File: src/rtl/strin_pkg.sv
package strin_pkg;

    localparam int PORT_W = 16;
    localparam int DATA_W = 32;
    localparam int PTR_W  = 32;
    localparam int CNT_W  = 32;
    localparam int OPC_W  = 8;

    // Item size encoded as log2 of its byte count
    typedef enum logic [1:0] {
        SZ_BYTE  = 2'd0,
        SZ_WORD  = 2'd1,
        SZ_DWORD = 2'd2
    } item_sz_e;

    typedef enum logic [1:0] {
        ST_IDLE  = 2'd0,
        ST_READ  = 2'd1,
        ST_WRITE = 2'd2,
        ST_DONE  = 2'd3
    } seq_st_e;

    // Operation context captured when start is accepted
    typedef struct packed {
        item_sz_e          sz;
        logic              adr32;
        logic              down;
        logic              rep;
        logic [PORT_W-1:0] port;
    } op_ctx_t;

    function automatic logic [2:0] sz_bytes(item_sz_e s);
        return 3'd1 << s;
    endfunction

endpackage

File: src/rtl/strin_decode.sv
module strin_decode
    import strin_pkg::*;
#(
    parameter int OW = OPC_W
) (
    input  logic [OW-1:0] opcode,
    input  logic          opsz32,
    output item_sz_e      sz
);
    always_comb begin
        if (!opcode[0])
            sz = SZ_BYTE;
        else if (opsz32)
            sz = SZ_DWORD;
        else
            sz = SZ_WORD;
    end
endmodule

File: src/rtl/strin_ptr_unit.sv
module strin_ptr_unit
    import strin_pkg::*;
#(
    parameter int PW = PTR_W
) (
    input  logic [PW-1:0] ptr_cur,
    input  item_sz_e      sz,
    input  logic          down,
    input  logic          adr32,
    output logic [PW-1:0] ptr_nxt,
    output logic [PW-1:0] eff_addr
);
    localparam int HW = PW / 2;

    logic [PW-1:0] step;
    logic [PW-1:0] wide_nxt;
    logic [HW-1:0] low_nxt;

    always_comb begin
        step     = PW'(sz_bytes(sz));
        wide_nxt = down ? (ptr_cur - step) : (ptr_cur + step);
        low_nxt  = down ? (ptr_cur[HW-1:0] - step[HW-1:0])
                        : (ptr_cur[HW-1:0] + step[HW-1:0]);
        ptr_nxt  = adr32 ? wide_nxt : {ptr_cur[PW-1:HW], low_nxt};
        eff_addr = adr32 ? ptr_cur : {{(PW-HW){1'b0}}, ptr_cur[HW-1:0]};
    end
endmodule

File: src/rtl/strin_lanes.sv
module strin_lanes
    import strin_pkg::*;
#(
    parameter int DW = DATA_W
) (
    input  item_sz_e        sz,
    input  logic [DW-1:0]   raw,
    output logic [DW-1:0]   packed_data,
    output logic [DW/8-1:0] be
);
    localparam int NL = DW / 8;

    logic [3:0] nbytes;
    assign nbytes = {1'b0, sz_bytes(sz)};

    for (genvar i = 0; i < NL; i++) begin : g_lane
        assign be[i]                = (4'(i) < nbytes);
        assign packed_data[8*i +: 8] = be[i] ? raw[8*i +: 8] : 8'h00;
    end
endmodule

File: src/rtl/strin_ctrl.sv
module strin_ctrl
    import strin_pkg::*;
#(
    parameter int PW = PTR_W,
    parameter int CW = CNT_W,
    parameter int DW = DATA_W
) (
    input  logic          clk,
    input  logic          rst,
    input  logic          start,
    input  op_ctx_t       new_ctx,
    input  logic [PW-1:0] ptr_in,
    input  logic [CW-1:0] cnt_in,
    input  logic          io_rd_ack,
    input  logic [DW-1:0] io_rd_data,
    input  logic          mem_wr_ack,
    input  logic [PW-1:0] ptr_next,
    output op_ctx_t       ctx,
    output logic [PW-1:0] ptr_q,
    output logic [CW-1:0] cnt_q,
    output logic [DW-1:0] data_q,
    output logic          io_rd_req,
    output logic          mem_wr_req,
    output logic          busy,
    output logic          done
);
    seq_st_e st;

    logic last_item;
    assign last_item = !ctx.rep || (cnt_q == CW'(1));

    always_ff @(posedge clk) begin
        if (rst) begin
            st     <= ST_IDLE;
            ctx    <= '0;
            ptr_q  <= '0;
            cnt_q  <= '0;
            data_q <= '0;
        end else begin
            case (st)
                ST_IDLE: begin
                    if (start) begin
                        ctx   <= new_ctx;
                        ptr_q <= ptr_in;
                        cnt_q <= cnt_in;
                        st    <= (new_ctx.rep && cnt_in == '0) ? ST_DONE : ST_READ;
                    end
                end
                ST_READ: begin
                    if (io_rd_ack) begin
                        data_q <= io_rd_data;
                        st     <= ST_WRITE;
                    end
                end
                ST_WRITE: begin
                    if (mem_wr_ack) begin
                        ptr_q <= ptr_next;
                        if (ctx.rep)
                            cnt_q <= cnt_q - CW'(1);
                        st <= last_item ? ST_DONE : ST_READ;
                    end
                end
                default: st <= ST_IDLE;
            endcase
        end
    end

    assign io_rd_req  = (st == ST_READ);
    assign mem_wr_req = (st == ST_WRITE);
    assign busy       = (st == ST_READ) || (st == ST_WRITE);
    assign done       = (st == ST_DONE);

    // a read request is held until it is acknowledged
    p_rd_hold_r3: assert property (@(posedge clk) disable iff (rst)
        io_rd_req && !io_rd_ack |=> io_rd_req);

    // a write request is held until it is acknowledged
    p_wr_hold_r4: assert property (@(posedge clk) disable iff (rst)
        mem_wr_req && !mem_wr_ack |=> mem_wr_req);

    // a write begins only right after a read acknowledge
    p_wr_after_rd_r4: assert property (@(posedge clk) disable iff (rst)
        $rose(mem_wr_req) |-> $past(io_rd_ack) && $past(io_rd_req));

    // the two handshakes never overlap
    p_excl_req_r4: assert property (@(posedge clk) disable iff (rst)
        !(io_rd_req && mem_wr_req));

    // in repeat mode each accepted write lowers the count by one
    p_cnt_dec_r9: assert property (@(posedge clk) disable iff (rst)
        mem_wr_req && mem_wr_ack && ctx.rep |=> cnt_q == $past(cnt_q) - CW'(1));

    // done lasts one cycle and never overlaps busy
    p_done_pulse_r11: assert property (@(posedge clk) disable iff (rst)
        done |=> !done);
    p_done_idle_r11: assert property (@(posedge clk) disable iff (rst)
        done |-> !busy);

    // captured context does not change while an operation is active
    p_ctx_hold_r12: assert property (@(posedge clk) disable iff (rst)
        (st != ST_IDLE) && $past(st != ST_IDLE) |-> $stable(ctx));
endmodule

File: src/rtl/strin_seq.sv
module strin_seq
    import strin_pkg::*;
#(
    parameter int PW = PTR_W,
    parameter int CW = CNT_W,
    parameter int DW = DATA_W,
    parameter int AW = PORT_W,
    parameter int OW = OPC_W
) (
    input  logic          clk,
    input  logic          rst,
    input  logic          start,
    input  logic [OW-1:0] opcode,
    input  logic          opsz32,
    input  logic          adsz32,
    input  logic          dir_down,
    input  logic          rep_en,
    input  logic [AW-1:0] port_addr,
    input  logic [PW-1:0] ptr_in,
    input  logic [CW-1:0] cnt_in,
    output logic          io_rd_req,
    output logic [AW-1:0] io_addr,
    input  logic          io_rd_ack,
    input  logic [DW-1:0] io_rd_data,
    output logic          mem_wr_req,
    output logic [PW-1:0] mem_addr,
    output logic [DW-1:0] mem_wdata,
    output logic [DW/8-1:0] mem_be,
    input  logic          mem_wr_ack,
    output logic          busy,
    output logic          done,
    output logic [PW-1:0] ptr_out,
    output logic [CW-1:0] cnt_out
);
    item_sz_e      dec_sz;
    op_ctx_t       new_ctx;
    op_ctx_t       ctx;
    logic [PW-1:0] ptr_q;
    logic [PW-1:0] ptr_next;
    logic [CW-1:0] cnt_q;
    logic [DW-1:0] data_q;

    strin_decode #(.OW(OW)) u_dec (
        .opcode (opcode),
        .opsz32 (opsz32),
        .sz     (dec_sz)
    );

    always_comb begin
        new_ctx.sz    = dec_sz;
        new_ctx.adr32 = adsz32;
        new_ctx.down  = dir_down;
        new_ctx.rep   = rep_en;
        new_ctx.port  = port_addr;
    end

    strin_ctrl #(.PW(PW), .CW(CW), .DW(DW)) u_ctrl (
        .clk        (clk),
        .rst        (rst),
        .start      (start),
        .new_ctx    (new_ctx),
        .ptr_in     (ptr_in),
        .cnt_in     (cnt_in),
        .io_rd_ack  (io_rd_ack),
        .io_rd_data (io_rd_data),
        .mem_wr_ack (mem_wr_ack),
        .ptr_next   (ptr_next),
        .ctx        (ctx),
        .ptr_q      (ptr_q),
        .cnt_q      (cnt_q),
        .data_q     (data_q),
        .io_rd_req  (io_rd_req),
        .mem_wr_req (mem_wr_req),
        .busy       (busy),
        .done       (done)
    );

    strin_ptr_unit #(.PW(PW)) u_ptr (
        .ptr_cur  (ptr_q),
        .sz       (ctx.sz),
        .down     (ctx.down),
        .adr32    (ctx.adr32),
        .ptr_nxt  (ptr_next),
        .eff_addr (mem_addr)
    );

    strin_lanes #(.DW(DW)) u_lanes (
        .sz          (ctx.sz),
        .raw         (data_q),
        .packed_data (mem_wdata),
        .be          (mem_be)
    );

    assign io_addr = ctx.port;
    assign ptr_out = ptr_q;
    assign cnt_out = cnt_q;

    // enabled lanes match the item size
    p_be_size_r2: assert property (@(posedge clk) disable iff (rst)
        mem_wr_req |-> $countones(mem_be) == int'(sz_bytes(ctx.sz)));

    // a 16-bit address never drives the upper address half
    p_addr16_r5: assert property (@(posedge clk) disable iff (rst)
        mem_wr_req && !ctx.adr32 |-> mem_addr[PW-1:PW/2] == '0);

    // a 16-bit pointer step keeps the upper pointer half
    p_upper_keep_r7: assert property (@(posedge clk) disable iff (rst)
        mem_wr_req && mem_wr_ack && !ctx.adr32 |=> ptr_out[PW-1:PW/2] == $past(ptr_out[PW-1:PW/2]));
endmodule

File: config.mk
export PLATFORM = sky130hd
export DESIGN_NAME = strin_seq
export DESIGN_NICKNAME = d
export VERILOG_FILES = /design/src/rtl/strin_pkg.sv /design/src/rtl/strin_decode.sv /design/src/rtl/strin_ptr_unit.sv /design/src/rtl/strin_lanes.sv /design/src/rtl/strin_ctrl.sv /design/src/rtl/strin_seq.sv
export SDC_FILE = /design/constraint.sdc
export NUM_CORES = 1
export LEC_CHECK = 0
export ABC_AREA = 1
export ABC_CLOCK_PERIOD_IN_PS = 4500
export BUFFER_PORTS_ARGS = -buffer_cell sky130_fd_sc_hd__buf_4
export CAP_MARGIN = 15
export CORE_MARGIN = 2
export CORE_UTILIZATION = 57
export CTS_BUF_LIST = sky130_fd_sc_hd__clkbuf_16
export CTS_CLUSTER_SIZE = 20
export DETAILED_ROUTE_END_ITERATION = 8
export GPL_ROUTABILITY_DRIVEN = 1
export HOLD_SLACK_MARGIN = 0.02
export PLACE_DENSITY_LB_ADDON = 0.15
export SYNTH_ARGS = -nofsm -noshare
export SYNTH_HDL_FRONTEND = slang
export SYNTH_SLANG_ARGS = --single-unit
File: constraint.sdc
create_clock -name clk -period 4.5 [get_ports clk]
set_input_delay 0.45 -clock clk [delete_from_list [all_inputs] [get_ports clk]]
set_output_delay 0.45 -clock clk [all_outputs]
set_load 0.02 [all_outputs]
* After elaboration in Yosys (flattened, before gate mapping)
Index checks and enable logic that the tools add are counted.
Widths: inputs -> output; s select.
** Word-level totals
- Input port bits :: 129
- Bits in registers :: 119
- Output and inout bits :: 152
- Word-level logic and storage cells :: 65
** Operators by class
- Eq/ne operators :: 9
- Order comparisons :: 4
- Add/subtract/negate cells :: 5
- Multiplexer cells :: 23
- Reductions and logical operators :: 13
- Shift-type cells :: 1
** Operators with widths (count)
- $mux 32 :: 8
- $pmux 32 s2 :: 2
- $add 32x3->32 :: 1
- $eq 32x1->1 const B :: 1
- $logic_not 32->1 :: 1
- $mux 8 :: 4
- $sub 32x1->32 const B :: 1
- $sub 32x3->32 :: 1
- $add 16x3->16 :: 1
- $mux 16 :: 1
- $sub 16x3->16 :: 1
- $mux 2 :: 7
- $ne 2x1->1 const B :: 4
- $reduce_and 4->1 :: 2
- $lt 1x3->1 const A :: 2
- $lt 2x3->1 const A :: 2
- $pmux 2 s3 :: 1
- $reduce_and 3->1 :: 2
- $eq 2x2->1 const B :: 2
- $reduce_and 2->1 :: 2
- $shl 1x2->3 const A :: 1
- $eq 2x1->1 const B :: 1
- $logic_not 2->1 :: 1
- $logic_or 1x1->1 :: 2
- other kinds (4) :: 4

* Longest topological paths before layout
- Depth after elaboration :: 6
- Depth in mapped cells :: 19
- Depth with buffers taken out :: 19

* By module
Synthesis repeated with hierarchy kept, for this count alone.
** Unflattened totals
- Cells, all modules :: 1597
- Area, all modules :: 9142.5 µm²
** Modules (own cells, without submodules)
- strin_ctrl :: sequential area each 2382.3 µm², cells each 923, instances 1, area an instance 5939.4 µm²
- strin_ptr_unit :: sequential area each 0.0 µm², cells each 594, instances 1, area an instance 2844.0 µm²
- strin_lanes :: sequential area each 0.0 µm², cells each 76, instances 1, area an instance 341.6 µm²
- strin_decode :: sequential area each 0.0 µm², cells each 4, instances 1, area an instance 17.5 µm²

* Worst setup path after synthesis
No wires, ideal clock.
- Path kind :: register to register
- Start :: reg, netlist name u_ctrl.ctx[20]
- End :: reg u_ctrl.ptr_q[30]
- Data arrival time :: 2.632 ns
- Stages on the path, launching flop included :: 17
- Buffers on the path :: 1
- Data required time :: 4.430 ns
- Setup slack :: 1.799 ns
- Setup time :: 0.070 ns
- Clock period less this slack :: 2.701 ns
- Cell sequence :: dfxtp_1 -> ha_1 -> clkbuf_1 -> nor2_1 -> inv_1 -> ha_1 -> nand2_1 -> inv_1 -> nand2_1 -> nand2_1 -> a21oi_1 -> nand2_1 -> nand2_1 -> nand2_1 -> nand2_1 -> nand3_1 -> a21oi_1
** On the way
- Longest elaborated chain between the ends :: 6
- Elaborated cells on any way between the ends :: 7
- Those cells by class :: add/sub: 2; shift: 1; mux: 4
** RTL lines
- $shl 1x2->3 * :: line strin_pkg.sv:33 : return 3'd1 << s;
- $add 32x3->32 or $sub 32x3->32 (tied branches) :: line strin_ptr_unit.sv:21 : wide_nxt = down ? (ptr_cur - step) : (ptr_cur + step);
- $mux 32 * :: line strin_ptr_unit.sv:21
- $mux 32 * :: line strin_ptr_unit.sv:24 : ptr_nxt = adr32 ? wide_nxt : {ptr_cur[PW-1:HW], low_nxt};
- $mux 32 * :: line strin_ctrl.sv:56 : if (mem_wr_ack) begin
- $pmux 32 s2 * :: line strin_ctrl.sv:40 : case (st)
- to (signal assigned) :: line strin_ctrl.sv:44 : ptr_q <= ptr_in;
- to (signal assigned) :: line strin_ctrl.sv:57 : ptr_q <= ptr_next;
- to (decl) :: line strin_ctrl.sv:19 : output logic [PW-1:0] ptr_q,
Mark *: on every way between the ends. The rest lies on a longest branch, timed or not. The select of a mux whose other input is x is not followed.
A chain may end at the register's enable or synchronous reset.

* Worst setup path after layout
- Start :: reg, netlist name u_ctrl.ctx[20]
- End :: reg u_ctrl.ptr_q[25]
** On the way
- Longest elaborated chain between the ends :: 6
- Elaborated cells on any way between the ends :: 7
- Those cells by class :: add/sub: 2; shift: 1; mux: 4
** RTL lines (line)
- $shl 1x2->3 * :: strin_pkg.sv:33
- $add 32x3->32 or $sub 32x3->32 (tied branches) :: strin_ptr_unit.sv:21
- $mux 32 * :: strin_ptr_unit.sv:21
- $mux 32 * :: strin_ptr_unit.sv:24
- $mux 32 * :: strin_ctrl.sv:56
- $pmux 32 s2 * :: strin_ctrl.sv:40
Marked as above.

==> run metrics <==
Post-synth top flop=dfxtp_1; drt drc=0; number of gates resized after CTS=0; IO buf count=273; Post-Syn Area=0.00887 sq mm; WS Path Type=reg2reg; largest family of logic cells by synthesized area=simple AND/OR/NAND/NOR gates; clk buf depth=2; Hold Path Class=in2reg; CTS H-tree depth=4; Setup Fix Bufs, Post-CTS=0; first-pass GRT wire length=42,400 um; Post-synth ARST share=0%; Ys Warns=0; FMAX=306 MHz; most common cell after layout, fill and taps aside=nand2_1; DR pass1 iterations=8; syn_nets=1,665; number of hold buffers added after cts=0; slowest CP cell=inv_1; number of synthesized flops with an enable pin=0; Worst Setup End Kind=register; Clock transition at path regs=60 ps; Final Util=73.9%; most frequent cells in the layout=392 x nand2_1, 279 x buf_4, 221 x inv_1; post-synth cell types=45; antenna violations before repair=0; compound-cell area share of the yosys netlist=16.5%; Die H=129 um; syn avg cell area=5.94 sq um; XOR/XNOR Fraction of Synth Area=1.38%; minimum clock period=3270 ps; sequential fraction of the synthesis area=26.8%; worst path cell trace=ha_1, nor2_1, inv_1, buf_4, ha_1, nand2_1, inv_1, nand2_1, nand2_1, inv_1, nand2_1, a21oi_1, nand2_1, nand2_1, nand3_1, a21oi_1; Max-Cap Viols=0; cts bufs inserted=17; worst-skew pair later-pin latency=420 ps; total track usage=31.7%; status=completed; total grt overflow=0; num ports=281; Worst Path Arrival=3610 ps; final hold violation count=0; wire per inst=14.2 um; Slew @ Worst Pin=1110 ps; Placeable Area=0.0152 sq mm; # diodes=0; Root Buffer=clkbuf_16; Slew Limit Fails=0; cell area power density=714 mW/mm^2; clock skew=9.64 ps; largest net degree at the start of global routing=78; overall die area=0.0166 sq mm; RSZ-0062 raised after global routing=false; final total power=8.02 mW; TNS Setup=0 ps; Tcrit/Tclk final=72.6%; Synth-to-Final Area Change=26.6%; Post-Syn Instances=1,494; max_slew headroom=25.7%; mux cell area share after synthesis=0%; number of synthesized register bits=119; fraction of the mapped netlist area in simple logic gates=33.9%; Die W=129 um; CTS tree=yes; DP Wirelength=20,100 um; routed wire length=27,100 um; Setup-failing EPs final=0; vias per cell=5.31; layout cells sized above 1=20.4%; Buf/Inv on CP=4; synthesized-area fraction occupied by adder cells=6.01%; Worst VDD drop=352 uV; Initial Util=58.4%; CP Launch Type=register; vias in the first global route=9,011; leak pwr=6.13 nW; DRT iter0 DRCs=710; antenna viol nets, final=0; CP delay by family, top=buffers and inverters; Nets=1,877; GPL Wtd Cong=0.914; CP required=4840 ps; DR vias=10,100; # rows=45; critical path's most frequent cell=nand2_1; CP Max Fanout=20; clock sink total=119; max incr delay on CP=560 ps
[tightest hold or removal path, cell delays in order]
cell     delay (ps)
buf_4            70
o21ai_0          70
nor2_1           70
[Yosys cell counts (2+ instances only)]
cell type / n / area (sq um)
ha_1: 41 / 513
nor2_1: 215 / 807
nand3b_1: 5 / 37.5
xnor2_1: 6 / 52.6
nand2_2: 6 / 37.5
clkbuf_1: 30 / 113
dfxtp_1: 119 / 2380
nand4_1: 9 / 56.3
nor3_1: 9 / 45.0
inv_1: 222 / 833
nor2_4: 7 / 78.8
buf_6: 4 / 45.0
o21ai_2: 2 / 17.5
xor2_1: 8 / 70.1
a21oi_1: 133 / 666
or2_2: 2 / 12.5
inv_2: 4 / 15.0
nand3_1: 64 / 320
o21bai_1: 2 / 15.0
a31oi_1: 3 / 18.8
o211ai_1: 6 / 45.0
buf_2: 12 / 60.1
o31ai_1: 2 / 15.0
nor2_2: 12 / 75.1
nand2_1: 392 / 1470
o21ai_1: 10 / 50.1
a211oi_1: 6 / 45.0
o21ai_0: 107 / 536
or2_0: 2 / 12.5
buf_4: 39 / 293
[worst paths after layout]
path | start | slack, ps | depth (start not counted) | end
min | port_addr[0] | 280 | 3 | u_ctrl.ctx[0]
max | u_ctrl.ctx[20] | 1230 | 16 | u_ctrl.ptr_q[25]
min reg2reg | u_ctrl.data_q[1] | 450 | 2 | u_ctrl.data_q[1]
max reg2reg | u_ctrl.ctx[20] | 1230 | 16 | u_ctrl.ptr_q[25]
[cells by family (layout without fill, tap and decap cells)]
logic type      count (synthesis)  in the layout
simple gates                  729            729
buf+inv                       313            538
compound gates                277            277
flops                         119            119
fa+ha+maj                      42             42
xor+xnor                       14             14
[where the power goes]
| part | leakage (nW) | switching [mW] | internal [mW] |
|---|---|---|---|
| combinational | 4.89 | 3.14 | 1.74 |
| sequential | 0.981 | 0.443 | 1.43 |
| clock | 0.263 | 0.551 | 0.712 |
[flip-flops by register name, summed over array words and instances, names as in the netlist]
register and flops:
u_ctrl.ptr_q 32, u_ctrl.data_q 32, u_ctrl.ctx 21, u_ctrl.cnt_q 32, u_ctrl.st 2
[final cells by class]
cell class	count	area, sq um
Clock inverter	15	116
Inverter	227	852
Sequential cell	119	2380
Tap cell	188	235
Clock buffer	17	425
Fill cell	1332	3970
Multi-Input combinational cell	1062	5130
Timing Repair Buffer	279	2090
[metrics by stage]
step | setup WS, ps | cells | instance area, sq um | hold slack, ps
2_1_floorplan | 1800 | 1494 | 8870 | 430
3_3_place_gp | 1380 | 1875 | 10700 | 440
3_5_place_dp | 1310 | 1875 | 10700 | 448
4_1_cts | 1250 | 1907 | 11200 | 274
5_1_grt | 958 | 1907 | 11200 | 274
6_report | 1230 | 1907 | 11200 | 281
[per-layer routing]
metal  track usage [%]  up-vias  wire, um
li1                  -     5091         -
met5                 0        -         0
met1              37.7     4498     11000
met4              13.6        0       941
met2              56.2      458     13200
met3              5.32       73      1950
No activity file was read; power rests on OpenSTA's default activity.
